## src/rtl/fork2_pkg.sv

```systemverilog
package fork2_pkg;
  localparam int unsigned NUM_DST = 2;

  typedef enum logic [1:0] {
    FK_IDLE = 2'd0,
    FK_BUSY = 2'd1,
    FK_DONE = 2'd2
  } fk_state_t;
endpackage

```

## src/rtl/fork2_pick.sv

```systemverilog
module fork2_pick
  import fork2_pkg::*;
(
  input  logic [NUM_DST-1:0] rdy,
  output logic [NUM_DST-1:0] grant
);
  // lowest index has priority
  always_comb begin
    logic taken;
    taken = 1'b0;
    grant = '0;
    for (int i = 0; i < int'(NUM_DST); i++) begin
      if (rdy[i] && !taken) begin
        grant[i] = 1'b1;
        taken    = 1'b1;
      end
    end
  end
endmodule

```

## src/rtl/fork2_slot.sv

```systemverilog
module fork2_slot (
  input  logic clk,
  input  logic rst_n,
  input  logic load,
  input  logic load_val,
  input  logic ack,
  output logic pend
);
  logic pend_d;
  logic pend_en;

  always_comb begin
    pend_d = pend;
    if (load)          pend_d = load_val;
    else if (ack && pend) pend_d = 1'b0;
  end

  assign pend_en = (pend_d != pend);

  always_ff @(posedge clk or negedge rst_n) begin
    if (!rst_n)       pend <= 1'b0;
    else if (pend_en) pend <= pend_d;
  end

  // R4 (input rule: acknowledge only while requested)
  ack_legal_chk: assert property (@(posedge clk) disable iff (!rst_n)
    ack |-> pend);


  drop_after_ack_chk: assert property (@(posedge clk) disable iff (!rst_n)
    (ack && pend && !load) |=> !pend);
endmodule

```

## src/rtl/dual_fork.sv

```systemverilog
module dual_fork
  import fork2_pkg::*;
#(
  parameter int unsigned DW = 16
) (
  input  logic               clk,
  input  logic               rst_n,
  input  logic               mode_bcast,
  input  logic               src_req,
  input  logic [DW-1:0]      src_data,
  output logic               src_ack,
  output logic [NUM_DST-1:0] dst_req,
  input  logic [NUM_DST-1:0] dst_rdy,
  input  logic [NUM_DST-1:0] dst_ack,
  output logic [DW-1:0]      dst_data
);
  localparam logic [NUM_DST-1:0] ALL_DST = '1;

  // reset: asserted asynchronously, released on the clock
  logic [1:0] rs_q;
  logic       srst_n;

  always_ff @(posedge clk or negedge rst_n) begin
    if (!rst_n) rs_q <= 2'b00;
    else        rs_q <= {rs_q[0], 1'b1};
  end
  assign srst_n = rs_q[1];

  fk_state_t          state_q, state_d;
  logic               state_en;
  logic [NUM_DST-1:0] pend;
  logic [NUM_DST-1:0] grant;
  logic [NUM_DST-1:0] load_val;
  logic               load;
  logic               any_rdy;

  fork2_pick u_pick (
    .rdy   (dst_rdy),
    .grant (grant)
  );

  assign any_rdy  = |dst_rdy;
  assign load     = (state_q == FK_IDLE) && src_req && (mode_bcast || any_rdy);
  assign load_val = mode_bcast ? ALL_DST : grant;

  for (genvar g = 0; g < int'(NUM_DST); g++) begin : g_slot
    fork2_slot u_slot (
      .clk      (clk),
      .rst_n    (srst_n),
      .load     (load),
      .load_val (load_val[g]),
      .ack      (dst_ack[g]),
      .pend     (pend[g])
    );
  end

  always_comb begin
    state_d = state_q;
    case (state_q)
      FK_IDLE: if (load) state_d = FK_BUSY;
      FK_BUSY: if ((pend & ~dst_ack) == '0) state_d = FK_DONE;
      FK_DONE: state_d = FK_IDLE;
      default: state_d = FK_IDLE;
    endcase
  end

  assign state_en = (state_d != state_q);

  always_ff @(posedge clk or negedge srst_n) begin
    if (!srst_n)       state_q <= FK_IDLE;
    else if (state_en) state_q <= state_d;
  end

  assign src_ack  = (state_q == FK_DONE);
  assign dst_req  = (state_q == FK_BUSY) ? pend : '0;
  assign dst_data = src_data;


  src_pulse_chk: assert property (@(posedge clk) disable iff (!srst_n)
    src_ack |=> !src_ack);


  bcast_release_chk: assert property (@(posedge clk) disable iff (!srst_n)
    (dst_req != '0 && (dst_req & ~dst_ack) != '0) |=> !src_ack);


  ff_single_chk: assert property (@(posedge clk) disable iff (!srst_n)
    !mode_bcast |-> $onehot0(dst_req));


  ff_wait_chk: assert property (@(posedge clk) disable iff (!srst_n)
    (state_q == FK_IDLE && !mode_bcast && dst_rdy == '0) |=> (dst_req == '0));

  // R2 (input rule: mode held while busy)
  mode_hold_chk: assert property (@(posedge clk) disable iff (!srst_n)
    (state_q != FK_IDLE) |-> $stable(mode_bcast));

  // R2 (input rule: data held while busy)
  data_hold_chk: assert property (@(posedge clk) disable iff (!srst_n)
    (state_q == FK_BUSY) |-> $stable(src_data));
endmodule

```

## config.mk

```make
export PLATFORM = sky130hd
export DESIGN_NAME = dual_fork
export DESIGN_NICKNAME = d
export VERILOG_FILES = /design/src/rtl/fork2_pkg.sv /design/src/rtl/fork2_pick.sv /design/src/rtl/fork2_slot.sv /design/src/rtl/dual_fork.sv
export SDC_FILE = /design/constraint.sdc
export NUM_CORES = 1
export LEC_CHECK = 0
export BUFFER_PORTS_ARGS = -buffer_cell sky130_fd_sc_hd__buf_2
export CAP_MARGIN = 0
export CORE_MARGIN = 5
export CORE_UTILIZATION = 29
export CTS_CLUSTER_DIAMETER = 40
export DETAILED_ROUTE_END_ITERATION = 10
export GPL_TIMING_DRIVEN = 1
export PLACE_DENSITY_LB_ADDON = 0.08
export SLEW_MARGIN = 20
export SYNTH_ARGS = -nofsm -noshare
export SYNTH_HDL_FRONTEND = slang
export SYNTH_SLANG_ARGS = --single-unit
```

## constraint.sdc

```tcl
create_clock -name clk -period 0.95 [get_ports clk]
set_clock_uncertainty 0.15 [all_clocks]
set_input_delay 0.19 -clock clk [delete_from_list [all_inputs] [get_ports clk]]
set_output_delay 0.19 -clock clk [all_outputs]
set_load 0.05 [all_outputs]
```

Yosys cells after proc, flatten, opt, wreduce, memory -nomap -nowiden

Index checks and enable logic that the tools add are counted.

Bits in latches: 0
Input port bits: 24
Flip-flop bits (word level): 6
Word-level logic and storage cells: 32
Memories: 0
Memory bits (writable): 0
Bits in read-only memories: 0

Muxes and demuxes: 11
Reductions and logical operators: 10
Bitwise operators: 2
Order comparisons: 0
Shift-type cells: 0
Divide/modulo/power cells: 0
Equality and inequality tests: 5
Add/subtract/negate cells: 0
Multipliers: 0

Operators by type and width:

| cell                                                            | count |
|---|---|
| 2-bit two-way mux                                               | 4 |
| 1-bit two-way mux                                               | 6 |
| 1-bit logical AND                                               | 5 |
| 2-bit logical NOT                                               | 2 |
| 2-bit case mux with 2 select lines                              | 1 |
| 2-bit bitwise AND                                               | 1 |
| 2-bit by 1-bit == test with 1-bit output, second input constant | 1 |
| 2-bit == test, second input constant                            | 1 |
| 1-bit != test                                                   | 2 |
| 2-bit != test                                                   | 1 |
| 2-bit NOT                                                       | 1 |
| 2-bit OR reduction                                              | 1 |
| 1-bit logical NOT                                               | 1 |
| 1-bit logical OR                                                | 1 |

Longest topological paths before layout

Gate-level depths: netlist of the first run.

Word-level depth: 7
Gate-level depth with buffers: 3
Depth with buffers taken out: 3

Modules after synthesis

From an unflattened synthesis of the first run, not the netlist that was laid out.

Cells, all modules: 44
Area total of the unflattened synthesis: 415.4 um^2

Modules (own cells, without submodules):

| module     | instances | cells an instance | area an instance (um^2) |
|---|---|---|---|
| dual_fork  | 1         | 34                | 306.5 |
| fork2_slot | 2         | 4                 | 43.8 |
| fork2_pick | 1         | 2                 | 21.3 |

Worst setup path after synthesis of the first run

OpenSTA, ideal clock, no wires.

Path type: reg2out
From: register state_q[1]
To: output port dst_req[0]
Arrival: 1247 ps
Path buffers: 0
Setup slack: -637 ps
Data required time: 610 ps
Stages on the path, launching flop included: 3
Cells stage by stage: dfrtp_1 nand2b_2 nor2_1

Cells in the longest elaborated chain, start to end: 2

Ends and longest elaborated chain:

| item                                     | line            | RTL |
|---|---|---|
| start, declared                          | dual_fork.sv:29 | `fk_state_t state_q, state_d;` |
| start signal, assigned                   | dual_fork.sv:71 | `else if (state_en) state_q <= state_d;` |
| 2-bit by 1-bit == test with 1-bit output | dual_fork.sv:75 | `assign dst_req = (state_q == FK_BUSY) ? pend : '0;` |
| 2-bit two-way mux                        | dual_fork.sv:75 |  |
| end, declared                            | dual_fork.sv:12 | `output logic [NUM_DST-1:0] dst_req,` |

Every way passes these cells.

Final worst setup path of the first run

Same ends and word-level chain as after synthesis.

==> metrics.log, run 1 <==
INFO  metric run_status = finished with violations
INFO  metric violations_in_the_final_reports = negative hold slack, negative setup slack
INFO  metric critPathRequiredTime = 0.61 ns
INFO  metric startpoint = state_q[1]$_DFFE_PN0P_
INFO  metric cp_cell_sequence = nand2b_4 -> nor2_4 -> buf_8
INFO  metric ys_seq_elements = 6
INFO  metric worst_setup_hold_path_clk_slew = 0.05 ns
INFO  metric synth_cell_types = 17
INFO  metric io_buffers = 10
INFO  metric clock_power_share = 16.1%
INFO  metric clock_tree.htree_level_count = 1
INFO  metric totalPowerFinal = 0.00144 W
INFO  metric timing.critical_path.slowest_stage_cell = dfrtp_1
INFO  metric grt_start_max_net_pins = 6
INFO  metric critical_path_class = reg2out
INFO  metric finalMaxSlewViolations = 0
INFO  metric top_layer = met4
INFO  metric post-place-cells = 51
INFO  metric final.min_clock_period = 1.41 ns
INFO  metric finalNonFillerCells = 57
INFO  metric fin_ws = -0.456 ns
INFO  metric globalRoute.totalOverflow = 0
INFO  metric wl_met3 = 204 um
INFO  metric antenna_violating_nets_post_route = 0
INFO  metric die-width = 46.9 um
INFO  metric sequentialPowerShare = 28.3%
INFO  metric grt_first_pass_wirelength = 1.28 mm
INFO  metric setup_tns = -2.24 ns
INFO  metric gr-usage-all-layers = 8.67%
INFO  metric floorplan.initialDensity = 30.3%
INFO  metric post_synth_instance_area = 394 sq um
INFO  metric timing.hold.ws = -0.0838 ns
INFO  metric power.ir.vdd_worst = 0.877 mV
INFO  metric drive_gt1_share = 57.1%
INFO  metric syn-num-nets = 65
INFO  metric fp.coreArea = 0.00130 sq mm
INFO  metric drt_drc_violations_left = 0
INFO  metric r2r-end = g_slot[1].u_slot.pend$_DFFE_PN0P_
INFO  metric post_drt_wl_per_cell = 16.7 um
INFO  metric syn_area_per_cell = 9.61 sq um
INFO  metric post_cts_hold_buffer_count = 1
INFO  metric route.detailed.vias_per_inst = 4.37
INFO  metric p_comb_share = 55.6%
INFO  metric drt-pass1-iter-count = 2
INFO  metric power_leakage = 0.221 nW
INFO  metric ctsRootBufferMaster = clkbuf_4
INFO  metric fp.dieArea = 0.00220 sq mm
INFO  metric net_count_final = 68
INFO  metric final_area = 472 sq um
INFO  metric final_hold_viol_count = 4
INFO  metric clkLatencyLatePin = 0.24 ns
INFO  metric rrSetupSlack = -0.34 ns
INFO  metric synth_cells = 41
INFO  metric timing.critical_path.to_type = primary output
INFO  metric p_int = 0.000882 W
INFO  metric post-route-period-util = 148%
INFO  metric critical_path.startpoint_type = register
INFO  metric cts.path.max_buffers = 2
INFO  metric cts.sink_count = 6
INFO  metric hold_path_class = reg2async
INFO  metric maxCapViolCount = 0
INFO  metric crit_buf_inv = 1
INFO  metric detailed_place.area = 382 sq um
INFO  metric powerDensity = 3050 mW/mm^2
INFO  metric first_global_vias = 249
INFO  metric antenna_found_initial = 0
INFO  metric worst_path_largest_cell_delay = 0.38 ns
INFO  metric tritoncts = built
INFO  metric wirelength_met1 = 252 um
INFO  metric switching_power = 0.000558 W
INFO  metric i_o_pin_total = 43
INFO  metric area_growth = 19.7%
INFO  metric num_antenna_cells = 0
INFO  metric critical_path_peak_fanout = 4
INFO  metric dp.final_hpwl = 773 um
INFO  metric detailed_route_iter0_violations = 5
INFO  metric wl_met2 = 482 um
INFO  metric rsz_0062_raised_after_global_routing = true
INFO  metric sw_frac_of_total = 38.7%
INFO  metric finalSetupViolations = 7
INFO  metric dr_total_vias = 249
INFO  metric final_weighted_congestion_in_routability_driven_placement = 0.717
INFO  metric r2r_start = state_q[0]$_DFFE_PN0P_
INFO  metric cts_buf_count = 3
INFO  metric yosysSeqAreaShare = 38.1%
INFO  metric placement_rows = 13
INFO  metric routed_wl = 951 um
INFO  metric rr_worst_depth = 4
INFO  metric critical_path_arrival = 1.07 ns
INFO  metric synthesis.yosys.warnings = 0
INFO  metric critPathTopFamily = flip-flops
INFO  metric max_clock_freq = 0.711 GHz
INFO  metric die_y = 46.9 um
repair_timing:
action	in CTS	in global routing
setup buffers	2	1
resized for setup	11	2
hold endpoints to repair	6	4
endpoints found under the setup margin	7	7
pin swaps	4	1
metal layers:
metal | vias up | track usage (%)
met3 | 4 | 6.90
met4 | 0 | 8.29
li1 | 116 | -
met1 | 110 | 7.21
met2 | 19 | 12.7
met5 | - | 0
per-stage QoR:
stage / worst slack, ns / utilization [%]
after detailed placement: -0.332 / 29.3
final: -0.456 / 36.3
after floorplan: -0.250 / -
after CTS: -0.451 / 35.7
after global routing: -0.491 / 36.3
after global placement: -0.330 / 29.3
cell families (layout without fill, tap and decap cells):
group | after synthesis | after routing | synth area share, %
buf+inv | 19 | 20 | 33.3
simple gates | 8 | 8 | 15.2
other cells | 1 | 1 | 0.951
flops | 6 | 6 | 38.1
compound gates | 7 | 7 | 12.4
state kept, by name, summed over array words and instances, names as in the netlist:
| signal | flops |
|---|---|
| g_slot.u_slot.pend | 2 |
| rs_q | 2 |
| state_q | 2 |
cells in the mapped netlist (all sizes together):
cell,n,area (sq um)
a211o,1,8.76
a21oi,1,5.00
a2bb2oi,1,8.76
and2b,1,8.76
buf,16,120
conb,1,3.75
dfrtp,6,150
inv,3,11.3
nand2,1,3.75
nand2b,1,8.76
nor2,2,7.51
nor2b,2,12.5
nor3b,1,18.8
o21ai,2,10.0
o22a,1,8.76
o31ai,1,7.51
layout make-up:
class | count | area [sq um]
inverters | 3 | 11.3
repair buffers | 14 | 116
clock buffers | 3 | 22.5
flip-flops and latches | 6 | 151
multi-input cells | 16 | 151
well taps | 15 | 18.8
fillers | 149 | 830
worst max path at each step:
stage	to	cells after the start
3_5_place_dp	dst_req[0]	3
5_1_grt	dst_req[0]	3
3_3_place_gp	dst_req[0]	3
2_1_floorplan	dst_req[0]	2
4_1_cts	dst_req[0]	3
6_report	dst_req[0]	3
power by group through the flow:
stage	logic [W]	registers (W)	clock network (W)
6_report	0.000800	0.000408	0.000232
5_1_grt	0.000850	0.000414	0.000263
4_1_cts	0.000776	0.000408	0.000251
3_5_place_dp	0.000583	0.000422	0
3_3_place_gp	0.000587	0.000419	0
2_1_floorplan	0.000643	0.000414	0
placed cells by master (no fill, tap or decap), drive strengths merged:
master,Yosys,routed
buf,16,13
dfrtp,6,6
inv,3,3
clkbuf,0,3
nor2,2,2
nor2b,2,2
o21ai,2,2
nand2b,1,1
and2b,1,1
a21oi,1,1
nor3b,1,1
o31ai,1,1
a211o,1,1
nand2,1,1
a2bb2oi,1,1
o22a,1,1
dlygate4sd3,0,1
conb,1,1
No activity file was read; power rests on OpenSTA's default activity.
==> run 2, diff against run 1 <==
--- a/config.mk
+++ b/config.mk
@@ -13,6 +13,7 @@
 export DETAILED_ROUTE_END_ITERATION = 10
 export GPL_TIMING_DRIVEN = 1
 export PLACE_DENSITY_LB_ADDON = 0.08
+export RECOVER_POWER = 100
 export SLEW_MARGIN = 20
 export SYNTH_ARGS = -nofsm -noshare
 export SYNTH_HDL_FRONTEND = slang
==> run 2 against run 1 <==
The run still ends with negative hold slack, negative setup slack left. Register-to-register slack hardly changed. Fmax did not move. Largest cell class unchanged. Power hardly changed. Cell area fell by 0.27%. Clock power is essentially flat.
==> metrics.log, run 2 (synthesis gave the netlist of run 1 again) <==
INFO  metric p_int = 0.000882 W (about the same)
INFO  metric worst_setup_hold_path_clk_slew = 0.05 ns (about the same)
INFO  metric power.ir.vdd_worst = 0.877 mV (about the same)
INFO  metric clkLatencyLatePin = 0.24 ns (about the same)
INFO  metric violations_in_the_final_reports = negative hold slack, negative setup slack
INFO  metric r2r_start = state_q[0]$_DFFE_PN0P_
INFO  metric antenna_found_initial = 0 (unchanged)
INFO  metric fin_ws = -0.456 ns (unchanged)
INFO  metric setup_tns = -2.24 ns (unchanged)
INFO  metric final_weighted_congestion_in_routability_driven_placement = 0.717 (unchanged)
INFO  metric startpoint = state_q[1]$_DFFE_PN0P_
INFO  metric tritoncts = built
INFO  metric ctsRootBufferMaster = clkbuf_4
INFO  metric fp.coreArea = 0.00130 sq mm (unchanged)
INFO  metric r2r-end = g_slot[1].u_slot.pend$_DFFE_PN0P_
INFO  metric wl_met3 = 204 um (unchanged)
INFO  metric fp.dieArea = 0.00220 sq mm (unchanged)
INFO  metric critical_path_peak_fanout = 4 (unchanged)
INFO  metric cts_buf_count = 3 (unchanged)
INFO  metric critical_path.startpoint_type = register
INFO  metric worstSetupEndpoint = dst_req[0]
INFO  metric finalNonFillerCells = 57 (unchanged)
INFO  metric net_count_final = 68 (unchanged)
INFO  metric die_y = 46.9 um (unchanged)
INFO  metric critPathRequiredTime = 0.61 ns (about the same)
INFO  metric dr_total_vias = 249 (unchanged)
INFO  metric cts.path.max_buffers = 2 (unchanged)
INFO  metric area.sequential = 151 sq um (unchanged)
INFO  metric post-route-period-util = 148% (unchanged)
INFO  metric final_hold_viol_count = 4 (unchanged)
INFO  metric clock_power_share = 16.1% (about the same)
INFO  metric p_comb_share = 55.6% (about the same)
INFO  metric routed_wl = 949 um (-0.21%)
INFO  metric grt_first_pass_wirelength = 1.28 mm (unchanged)
INFO  metric drt_drc_violations_left = 0 (unchanged)
INFO  metric gr-usage-all-layers = 8.67% (unchanged)
INFO  metric detailed_place.area = 382 sq um (unchanged)
INFO  metric critical_path_arrival = 1.07 ns (about the same)
INFO  metric final_core_utilization = 36.2% (-0.096 points)
INFO  metric post_drt_wl_per_cell = 16.6 um (-0.21%)
INFO  metric detailed_route_iter0_violations = 5 (unchanged)
INFO  metric floorplan.initialDensity = 30.3% (unchanged)
INFO  metric switching_power = 0.000558 W (about the same)
INFO  metric sequentialPowerShare = 28.3% (about the same)
INFO  metric clock_tree.htree_level_count = 1 (unchanged)
INFO  metric timing.critical_path.to_type = primary output
INFO  metric final_common_cell = buf_2
INFO  metric finalSetupViolations = 7 (unchanged)
INFO  metric run_status = finished with violations
INFO  metric num_antenna_cells = 0 (unchanged)
INFO  metric die-width = 46.9 um (unchanged)
INFO  metric final.min_clock_period = 1.41 ns (unchanged)
INFO  metric rrSetupSlack = -0.34 ns (about the same)
INFO  metric critical_path_class = reg2out
INFO  metric io_buffers = 10 (unchanged)
INFO  metric wl_met2 = 482 um (unchanged)
INFO  metric dp.final_hpwl = 773 um (unchanged)
INFO  metric final_area = 470 sq um (-0.27%)
INFO  metric power_leakage = 0.219 nW (-1.2%)
INFO  metric post_cts_hold_buffer_count = 1 (unchanged)
INFO  metric finalMaxSlewViolations = 0 (unchanged)
INFO  metric powerDensity = 3060 mW/mm^2 (+0.23%)
INFO  metric multiInputGateArea = 151 sq um (unchanged)
INFO  metric hold_path_class = reg2async
INFO  metric post-place-cells = 51 (unchanged)
INFO  metric grt_start_max_net_pins = 6 (unchanged)
INFO  metric cts.sink_count = 6 (unchanged)
INFO  metric drive_gt1_share = 54.8% (-2.4 points)
INFO  metric area_growth = 19.4%
INFO  metric drt-pass1-iter-count = 2 (unchanged)
INFO  metric reg.largest.list = g_slot.u_slot.pend (2), rs_q (2), state_q (2)
INFO  metric sw_frac_of_total = 38.7% (about the same)
INFO  metric rr_worst_depth = 4 (unchanged)
INFO  metric wirelength_met1 = 250 um (-0.79%)
INFO  metric timing.hold.ws = -0.0838 ns (unchanged)
INFO  metric antenna_violating_nets_post_route = 0 (unchanged)
INFO  metric layout.filler_cells = 150 (+0.67%)
INFO  metric first_global_vias = 249 (unchanged)
INFO  metric route.detailed.vias_per_inst = 4.37 (unchanged)
INFO  metric maxCapViolCount = 0 (unchanged)
INFO  metric totalPowerFinal = 0.00144 W (about the same)
INFO  metric layout_common_cells = buf_2 (6), dfrtp_1 (5), inv_1 (3), clkbuf_4 (3), buf_6 (3)
INFO  metric max_clock_freq = 0.711 GHz (unchanged)
INFO  metric i_o_pin_total = 43 (unchanged)
INFO  metric globalRoute.totalOverflow = 0 (unchanged)
INFO  metric placement_rows = 13 (unchanged)
INFO  metric rsz_0062_raised_after_global_routing = true
INFO  metric top_layer = met4
run 2: changes by cell type in the layout (fill, tap and decap cells not counted), sizes merged:
cell    before  now
buf         13   12
clkbuf       3    4
run 2: final cells by class:
cell class	instances	share of cell area [%]
Multi-Input combinational cell	16	32.2
Timing Repair Buffer	14	24.5
Sequential cell	6	32.2
Inverter	3	2.39
Clock buffer	3	4.79
Tap cell	15	3.99
run 2: layer usage:
metal  up-vias  track usage (%)
met4         0             8.29
met1       110             7.21
met5         -                0
li1        116                -
met2        19             12.7
met3         4             6.90
run 2: power by group through the flow:
stage / clock (W) / sequential [W] / combinational [W]
floorplan: 0 / 0.000414 / 0.000643
global placement: 0 / 0.000419 / 0.000587
detailed placement: 0 / 0.000422 / 0.000583
CTS: 0.000251 / 0.000408 / 0.000776
global route: 0.000263 / 0.000414 / 0.000849
finish: 0.000232 / 0.000408 / 0.000800
run 2: how the worst min path moves through the flow:
stage / startpoint / end / cells after the start
final: rs_q[1]$_DFF_PN0_ / g_slot[0].u_slot.pend$_DFFE_PN0P_ / 0
after global routing: rs_q[1]$_DFF_PN0_ / g_slot[0].u_slot.pend$_DFFE_PN0P_ / 0
after CTS: rs_q[1]$_DFF_PN0_ / g_slot[0].u_slot.pend$_DFFE_PN0P_ / 0
after detailed placement: rst_n / rs_q[0]$_DFF_PN0_ / 1
after global placement: rst_n / rs_q[1]$_DFF_PN0_ / 1
after floorplan: rst_n / rs_q[0]$_DFF_PN0_ / 0
run 2: metrics by stage:
stage | worst slack [ns] | hold slack [ns]
2_1_floorplan | -0.250 | -0.256
3_3_place_gp | -0.330 | -0.176
3_5_place_dp | -0.332 | -0.173
4_1_cts | -0.451 | -0.0757
5_1_grt | -0.491 | -0.0622
6_report | -0.456 | -0.0838
run 2: timing repair:
| action | CTS | global route |
|---|---|---|
| gates resized for setup | 11 | 2 |
| pin swaps | 4 | 1 |
| setup buffers | 2 | 1 |
| hold endpoints to repair | 6 | 4 |
| setup endpoints to repair | 7 | 7 |
run 2: worst max-delay path: stages, from the launching register on:
cell and delay [ns]:
dfrtp_1 0.38, nand2b_4 0.18, nor2_4 0.11, buf_8 0.15
